### src/rtl/copro_mb_pkg.sv
package copro_mb_pkg;

  // kind of word the registered read path returns
  typedef enum logic [1:0] {
    RD_ZERO   = 2'd0,
    RD_STATUS = 2'd1,
    RD_RESULT = 2'd2,
    RD_OVF    = 2'd3
  } rdKind_e;

  // strobes from the control decode to the datapath
  typedef struct packed {
    logic    push;    // accept host word into addressed input FIFO
    logic    ovfSet;  // host word dropped on a full input FIFO
    logic    pop;     // remove one result from addressed output FIFO
    logic    rdFire;  // a read strobe is being served this cycle
    rdKind_e rdKind;
  } ctrlStrb_t;

endpackage

### src/rtl/copro_mb_fifo.sv
module copro_mb_fifo #(
  parameter int DW    = 18,
  parameter int DEPTH = 8
) (
  input  logic                         clk,
  input  logic                         rstN,
  input  logic                         push,
  input  logic [DW-1:0]                pushData,
  input  logic                         pop,
  output logic [DW-1:0]                headData,
  output logic [$clog2(DEPTH+1)-1:0]   count,
  output logic                         full
);
  localparam int AW = (DEPTH > 1) ? $clog2(DEPTH) : 1;
  localparam int CW = $clog2(DEPTH + 1);
  localparam logic [AW-1:0] LAST_PTR = AW'(DEPTH - 1);

  logic [DW-1:0] mem [DEPTH];
  logic [AW-1:0] wrPtr, rdPtr;
  logic          doPush, doPop;

  function automatic logic [AW-1:0] bumpPtr(input logic [AW-1:0] p);
    return (p == LAST_PTR) ? '0 : p + 1'b1;
  endfunction

  assign full     = (count == CW'(DEPTH));
  assign doPush   = push && !full;
  assign doPop    = pop && (count != '0);
  assign headData = mem[rdPtr];

  always_ff @(posedge clk) begin
    if (doPush) mem[wrPtr] <= pushData;
  end

  always_ff @(posedge clk) begin
    if (!rstN) begin
      wrPtr <= '0;
      rdPtr <= '0;
      count <= '0;
    end else begin
      if (doPush) wrPtr <= bumpPtr(wrPtr);
      if (doPop)  rdPtr <= bumpPtr(rdPtr);
      case ({doPush, doPop})
        2'b10:   count <= count + 1'b1;
        2'b01:   count <= count - 1'b1;
        default: count <= count;
      endcase
    end
  end
endmodule

### src/rtl/copro_mb_ctrl.sv
module copro_mb_ctrl
  import copro_mb_pkg::*;
#(
  parameter int NP        = 4,
  parameter int RES_WORDS = 2,
  parameter int PW        = 3
) (
  input  logic          clk,
  input  logic          rstN,
  input  logic [PW-1:0] hostAddr,
  input  logic          wrStrobeN,
  input  logic [1:0]    byteEn,
  input  logic          rdStrobeN,
  input  logic [NP-1:0] mbValid,
  input  logic [NP-1:0] inFull,
  output ctrlStrb_t     strb
);
  localparam int IW = $clog2(RES_WORDS + 2);
  localparam logic [PW-1:0] OVF_ADDR = PW'(NP);
  localparam logic [IW-1:0] LAST_IDX = IW'(RES_WORDS);
  localparam logic [IW-1:0] SAT_IDX  = IW'(RES_WORDS + 1);

  logic          portHit, fullSel, mbSel, wrHit, rdAct, contin;
  logic          prevRd, servQ, servNow;
  logic [PW-1:0] prevAddr;
  logic [IW-1:0] idxQ, idxNow;

  assign portHit = hostAddr < OVF_ADDR;

  always_comb begin
    fullSel = 1'b0;
    mbSel   = 1'b0;
    for (int i = 0; i < NP; i++) begin
      if (hostAddr == PW'(i)) begin
        fullSel = inFull[i];
        mbSel   = mbValid[i];
      end
    end
  end

  assign wrHit  = !wrStrobeN && (|byteEn) && portHit;
  assign rdAct  = !rdStrobeN;
  // a burst continues while the strobe stays low on the same address
  assign contin = prevRd && (prevAddr == hostAddr);

  always_comb begin
    if (!contin)              idxNow = '0;
    else if (idxQ == SAT_IDX) idxNow = SAT_IDX;
    else                      idxNow = idxQ + 1'b1;
  end

  assign servNow = (idxNow == '0) ? mbSel : servQ;

  always_comb begin
    strb.push   = wrHit && !fullSel;
    strb.ovfSet = wrHit && fullSel;
    strb.rdFire = rdAct;
    strb.pop    = 1'b0;
    strb.rdKind = RD_ZERO;
    if (rdAct) begin
      if (hostAddr == OVF_ADDR) begin
        strb.rdKind = RD_OVF;
      end else if (portHit) begin
        if (idxNow == '0) begin
          strb.rdKind = RD_STATUS;
        end else if (servNow && (idxNow <= LAST_IDX)) begin
          strb.rdKind = RD_RESULT;
          strb.pop    = 1'b1;
        end
      end
    end
  end

  always_ff @(posedge clk) begin
    if (!rstN) begin
      prevRd   <= 1'b0;
      prevAddr <= '0;
      idxQ     <= '0;
      servQ    <= 1'b0;
    end else begin
      prevRd   <= rdAct;
      prevAddr <= hostAddr;
      if (rdAct) begin
        idxQ  <= idxNow;
        servQ <= servNow;
      end
    end
  end
endmodule

### src/rtl/copro_mb_datapath.sv
module copro_mb_datapath
  import copro_mb_pkg::*;
#(
  parameter int NP        = 4,
  parameter int DW        = 18,
  parameter int IN_DEPTH  = 8,
  parameter int OUT_DEPTH = 8,
  parameter int RES_WORDS = 2,
  parameter int PW        = 3
) (
  input  logic             clk,
  input  logic             rstN,
  input  ctrlStrb_t        strb,
  input  logic [PW-1:0]    hostAddr,
  input  logic [DW-1:0]    wrData,
  input  logic [1:0]       byteEn,
  input  logic [NP-1:0]    engParamPop,
  input  logic [NP-1:0]    engResultPush,
  input  logic [NP*DW-1:0] engResultData,
  output logic [DW-1:0]    rdData,
  output logic             rdValid,
  output logic [NP-1:0]    mbValid,
  output logic [NP-1:0]    inFull,
  output logic [NP-1:0]    outEmpty,
  output logic [NP-1:0]    ovfFlags,
  output logic [NP-1:0]    engParamAvail,
  output logic [NP*DW-1:0] engParamData,
  output logic [NP-1:0]    engResultRoom
);
  localparam int LO_W = DW / 2;
  localparam int HI_W = DW - LO_W;
  localparam int ICW  = $clog2(IN_DEPTH + 1);
  localparam int OCW  = $clog2(OUT_DEPTH + 1);

  logic [DW-1:0] wrWord, headSel;
  logic          mbSel;
  logic [DW-1:0] outHead [NP];

  assign wrWord = {{HI_W{byteEn[1]}} & wrData[DW-1:LO_W],
                   {LO_W{byteEn[0]}} & wrData[LO_W-1:0]};

  for (genvar i = 0; i < NP; i++) begin : g_port
    localparam logic [PW-1:0] PID = PW'(i);
    logic [ICW-1:0] inCnt;
    logic [OCW-1:0] outCnt;
    logic           outFull;
    logic           ovfQ;

    copro_mb_fifo #(.DW(DW), .DEPTH(IN_DEPTH)) u_inFifo (
      .clk      (clk),
      .rstN     (rstN),
      .push     (strb.push && (hostAddr == PID)),
      .pushData (wrWord),
      .pop      (engParamPop[i]),
      .headData (engParamData[i*DW +: DW]),
      .count    (inCnt),
      .full     (inFull[i])
    );

    copro_mb_fifo #(.DW(DW), .DEPTH(OUT_DEPTH)) u_outFifo (
      .clk      (clk),
      .rstN     (rstN),
      .push     (engResultPush[i]),
      .pushData (engResultData[i*DW +: DW]),
      .pop      (strb.pop && (hostAddr == PID)),
      .headData (outHead[i]),
      .count    (outCnt),
      .full     (outFull)
    );

    always_ff @(posedge clk) begin
      if (!rstN)                                  ovfQ <= 1'b0;
      else if (strb.ovfSet && (hostAddr == PID))  ovfQ <= 1'b1;
    end

    assign engParamAvail[i] = (inCnt != '0);
    assign engResultRoom[i] = !outFull;
    assign outEmpty[i]      = (outCnt == '0);
    assign mbValid[i]       = (outCnt >= OCW'(RES_WORDS));
    assign ovfFlags[i]      = ovfQ;
  end

  always_comb begin
    headSel = '0;
    mbSel   = 1'b0;
    for (int i = 0; i < NP; i++) begin
      if (hostAddr == PW'(i)) begin
        headSel = outHead[i];
        mbSel   = mbValid[i];
      end
    end
  end

  always_ff @(posedge clk) begin
    if (!rstN) begin
      rdData  <= '0;
      rdValid <= 1'b0;
    end else begin
      rdValid <= strb.rdFire;
      if (!strb.rdFire) begin
        rdData <= '0;
      end else begin
        case (strb.rdKind)
          RD_STATUS: rdData <= {{(DW-1){1'b0}}, mbSel};
          RD_RESULT: rdData <= headSel;
          RD_OVF:    rdData <= DW'(ovfFlags);
          default:   rdData <= '0;
        endcase
      end
    end
  end
endmodule

### src/rtl/copro_mailbox.sv
module copro_mailbox
  import copro_mb_pkg::*;
#(
  parameter int NP        = 4,
  parameter int DW        = 18,
  parameter int IN_DEPTH  = 8,
  parameter int OUT_DEPTH = 8,
  parameter int RES_WORDS = 2,
  localparam int PW       = $clog2(NP + 1)
) (
  input  logic             clk,
  input  logic             rstN,
  input  logic [PW-1:0]    hostAddr,
  input  logic             wrStrobeN,
  input  logic [1:0]       byteEn,
  input  logic [DW-1:0]    wrData,
  input  logic             rdStrobeN,
  output logic [DW-1:0]    rdData,
  output logic             rdValid,
  output logic [NP-1:0]    engParamAvail,
  output logic [NP*DW-1:0] engParamData,
  input  logic [NP-1:0]    engParamPop,
  input  logic [NP-1:0]    engResultPush,
  input  logic [NP*DW-1:0] engResultData,
  output logic [NP-1:0]    engResultRoom
);
  ctrlStrb_t     strb;
  logic [NP-1:0] mbValid, inFull, outEmpty, ovfFlags;

  copro_mb_ctrl #(.NP(NP), .RES_WORDS(RES_WORDS), .PW(PW)) u_ctrl (
    .clk       (clk),
    .rstN      (rstN),
    .hostAddr  (hostAddr),
    .wrStrobeN (wrStrobeN),
    .byteEn    (byteEn),
    .rdStrobeN (rdStrobeN),
    .mbValid   (mbValid),
    .inFull    (inFull),
    .strb      (strb)
  );

  copro_mb_datapath #(
    .NP(NP), .DW(DW), .IN_DEPTH(IN_DEPTH), .OUT_DEPTH(OUT_DEPTH),
    .RES_WORDS(RES_WORDS), .PW(PW)
  ) u_dp (
    .clk           (clk),
    .rstN          (rstN),
    .strb          (strb),
    .hostAddr      (hostAddr),
    .wrData        (wrData),
    .byteEn        (byteEn),
    .engParamPop   (engParamPop),
    .engResultPush (engResultPush),
    .engResultData (engResultData),
    .rdData        (rdData),
    .rdValid       (rdValid),
    .mbValid       (mbValid),
    .inFull        (inFull),
    .outEmpty      (outEmpty),
    .ovfFlags      (ovfFlags),
    .engParamAvail (engParamAvail),
    .engParamData  (engParamData),
    .engResultRoom (engResultRoom)
  );
endmodule

### config.mk
export PLATFORM = sky130hd
export DESIGN_NAME = copro_mailbox
export DESIGN_NICKNAME = d
export VERILOG_FILES = /design/src/rtl/copro_mb_pkg.sv /design/src/rtl/copro_mb_fifo.sv /design/src/rtl/copro_mb_ctrl.sv /design/src/rtl/copro_mb_datapath.sv /design/src/rtl/copro_mailbox.sv
export SDC_FILE = /design/constraint.sdc
export NUM_CORES = 1
export LEC_CHECK = 0
export ABC_CLOCK_PERIOD_IN_PS = 5600
export CAP_MARGIN = 20
export CORE_ASPECT_RATIO = 0.9
export CORE_MARGIN = 2
export CORE_UTILIZATION = 63
export CTS_BUF_LIST = sky130_fd_sc_hd__clkbuf_8
export CTS_CLUSTER_DIAMETER = 60
export DETAILED_ROUTE_END_ITERATION = 8
export PLACE_DENSITY_LB_ADDON = 0.08
export RECOVER_POWER = 100
export SYNTH_ARGS = -nofsm -noshare
export SYNTH_HDL_FRONTEND = slang
export SYNTH_SLANG_ARGS = --single-unit
### constraint.sdc
create_clock -name clk -period 5.6 [get_ports clk]
set_input_delay 1.12 -clock clk [delete_from_list [all_inputs] [get_ports clk]]
set_output_delay 1.12 -clock clk [all_outputs]
set_load 0.01 [all_outputs]
==> results.cfg <==
[run_status]
status = finished, violations left
violations = capacitance limit, slew limit

[synthesis]
synth_top_cell_by_area = edfxtp_1
synth_top_area_frac = 0.6943
netlist_instances = 2472
yosysMostFrequentCell = edfxtp_1
async_reset_ff_frac = 0
yosys-top-cells-area = edfxtp_1, mux4_2, dfxtp_1, mux2_2, mux2i_1
syn-cell-area_um2 = 49820
netlist-cell-type-count = 58
ys_ff_latch = 1285
synth-main-ff-cell = edfxtp_1
yosysWarningCount = 0
synthesis.nets = 2639
ys_seq_area_frac = 0.7478
synth_edf_count = 1152
synth_common_cells = edfxtp_1, mux4_2, dfxtp_1
syn_avg_cell_area_um2 = 20.15

[pwr]
clockPowerShare = 0.384
p_sw_mw = 3.935
pwr-share-comb = 0.035
switching_share = 0.2155
seqPwrFrac = 0.581
power_density_nw_per_um2 = 321.5
static-leakage-power_nw = 18.22
peakVddDrop_mv = 0.2329
intPower_mw = 14.32

[sta]
tightest_slew_ns = 2.473
fin_skew_ns = 0.02920
slew_headroom = -0.6484
fin_ws_ns = 0.6039
hold_viol_final = 0
setup_viol = 0
slew_violations = 119
tns_ns = 0
fin_crit_sh = 0.8922
rsz0062_at_grt = false
fin_crit_ns = 4.996
fmax_mhz = 200.2

[setup_path]
cp_cell_sequence = dlygate4sd3_1 > nor2b_1 > clkbuf_1 > nand2b_1 > nor3_1 > nand2b_1 > nor3b_2 > clkbuf_1
cp_max_fo = 19
regToRegSetupSlack_ns = 2.11
cp_slowest_stage_delay_ns = 0.95
crit_type = input pin to flip-flop
r2r_cells = 6
critical-path-slowest-cell = clkbuf_1
end_kind = flip-flop
cp.required_ns = 6.02
crit_path_start_kind = input pin
r2r_start = u_dp.g_port[3].u_inFifo.count[0]
arrival_ns = 5.42
timing.rr.end = u_dp.g_port[1].u_inFifo.mem[6][12]
crit_family = buffers and inverters
crit_buf_inv = 3

[finish]
area.growth.synth_to_final_pct = 13.99
num-fill-cells = 4563
layout.nets = 3036
layout-drive-gt1-share = 0.2209

[clock_tree]
clkTransAtPathRegs_ns = 0.06
cts-root-buf = clkbuf_8
cts_tree = yes
post-cts-setup-buffer-count = 0
cts_resized = 0
hold_buffers = 0
cts.sinks = 1285
cts_max_path_buffers = 3
htreeDepth = 4
clk_latency_ns = 0.83
numCtsBuffers = 190

[worst_hold_path]
min_from = u_dp.g_port[0].ovfQ
min_path_cells = 2
hold_path_class = flip-flop to flip-flop
hold_end = u_dp.g_port[0].ovfQ

[drt]
drt-vias-per-instance = 6.134
drt_pass1_iterations = 5
vias = 25000
drt_iter0_markers = 2092
wl_per_cell_um = 25.17
wl_um = 102600
ant_nets = 0
drc_errors = 0

[global_routing]
grtUsageTotal = 0.2555
grt_pass1_vias = 25860
grt_pass1_wl_um = 154300
grt_max_degree = 53
antenna_found_initial = 19
grt-ovfl-total = 0

[floorplanning]
die_h_um = 270.8
core_um2 = 78040
start_util = 0.6384
die-area_um2 = 81350
die_w_um = 300.4
rows = 97
ios = 206

[placement]
finalWeightedCongestion = 0.8323
dp.final_hpwl_um = 62510
port_buffers = 205
place_ws_ns = 0.7619

[flow_run]
maxCapViolations = 3
## routing by layer
layer  up-vias  routed length [µm]  share of wire  track usage
met5         -                 140         0.0014            0
li1      10920                   -              -            -
met4        22                2246          0.022      0.08158
met2       921               52170           0.51       0.4207
met1     12960               40580           0.40       0.3468
met3       179                7430          0.072      0.05396
## registers in the layout (all words and copies together) (netlist names), 2 cells and up, named ones only
signal and cells:
u_dp.g_port.u_inFifo.wrPtr 12, u_ctrl.prevAddr 3, u_dp.g_port.u_outFifo.wrPtr 12, u_dp.g_port.u_outFifo.mem 576, u_dp.g_port.u_outFifo.count 16, u_dp.g_port.u_outFifo.rdPtr 12
u_dp.g_port.u_inFifo.count 16, u_dp.g_port.u_inFifo.rdPtr 12, u_ctrl.idxQ 2, u_dp.g_port.u_inFifo.mem 576, u_dp.g_port.ovfQ 4, u_dp.rdData 18
## logic make-up after synthesis
family	synth area share
adder cells (fa/ha/maj)	0.01567
multiplexers	0.1636
flip-flops	0.7478
AO/OA/AOI/OAI	0.01949
buffers and inverters	0.01183
XOR/XNOR	0.005425
AND/OR/NAND/NOR	0.03616
## power groups by stage
stage                     registers, mW  clock network (mW)  logic [mW]
after floorplan                    10.8                   0       0.350
after CTS                          10.6                7.14       0.668
after global routing               10.6                7.57       0.689
after global placement             10.8                   0       0.637
after detailed placement           10.8                   0       0.665
final                              10.6                7.01       0.638
## worst reg2reg max path: stages (launching register included)
cell      delay (ns)
dfxtp_1         0.41
nor3_1          0.11
and3_1          0.21
or4b_1          0.74
or2_0           0.38
nor3b_1         0.23
clkbuf_1        1.00
## how the worst max path moves through the flow
stage,start,endpoint,slack [ns],depth (start not counted)
finish,hostAddr[1],u_dp.g_port[2].u_inFifo.mem[4][12],0.60,8
floorplan,hostAddr[0],u_dp.g_port[1].u_inFifo.mem[4][0],0.78,7
CTS,flip-flop,engParamData[15],0.92,4
detailed placement,hostAddr[2],u_dp.g_port[0].u_inFifo.count[3],0.76,12
global placement,hostAddr[2],u_dp.g_port[0].u_inFifo.count[3],0.92,12
global route,flip-flop,engParamData[3],0.40,4
## area by class of cell
type                            count  area [µm²]  area share
Antenna cell                        4       10.01   0.0001763
Clock buffer                      202        2780     0.04895
Clock inverter                    154       787.0     0.01386
Inverter                           26       98.84    0.001741
Multi-Input combinational cell   1049       11950      0.2105
Sequential cell                  1285       37260      0.6561
Tap cell                         1039        1300     0.02289
Timing Repair Buffer              317        2599     0.04576
## stage by stage
stage / cells / util / hold WS [ns] / power (mW) / instance area (µm²)
after floorplan: 2472 / - / 0.4254 / 11.13 / 49820
after global placement: 3699 / 0.6870 / 0.4483 / 11.44 / 53610
after detailed placement: 3699 / 0.6870 / 0.4533 / 11.48 / 53610
after CTS: 4055 / 0.7327 / 0.4669 / 18.42 / 57180
after global routing: 4076 / 0.7277 / 0.4994 / 18.88 / 56790
final: 4076 / 0.7277 / 0.4676 / 18.26 / 56790
## placed cells by master (no fill, tap or decap), types with 19 or more instances in the layout
cell             netlist  final
edfxtp_1            1152   1152
mux4_2               286    286
clkbuf_8               0    202
dlygate4sd3_1          0    164
dfxtp_1              133    127
nor2_1                98     98
inv_1                 24     91
mux2_2                88     88
clkbuf_1              63     79
a21oi_1               76     76
mux2i_1               72     72
nand2_1               69     70
ha_1                  56     56
nor3_1                49     49
clkinv_1               0     42
clkdlybuf4s50_1        0     41
buf_4                  0     30
o21ai_0               29     29
clkinv_2               0     28
o22ai_1               23     23
xor2_1                20     20
and2_0                 0     19
No activity file was read; power rests on OpenSTA's default activity.
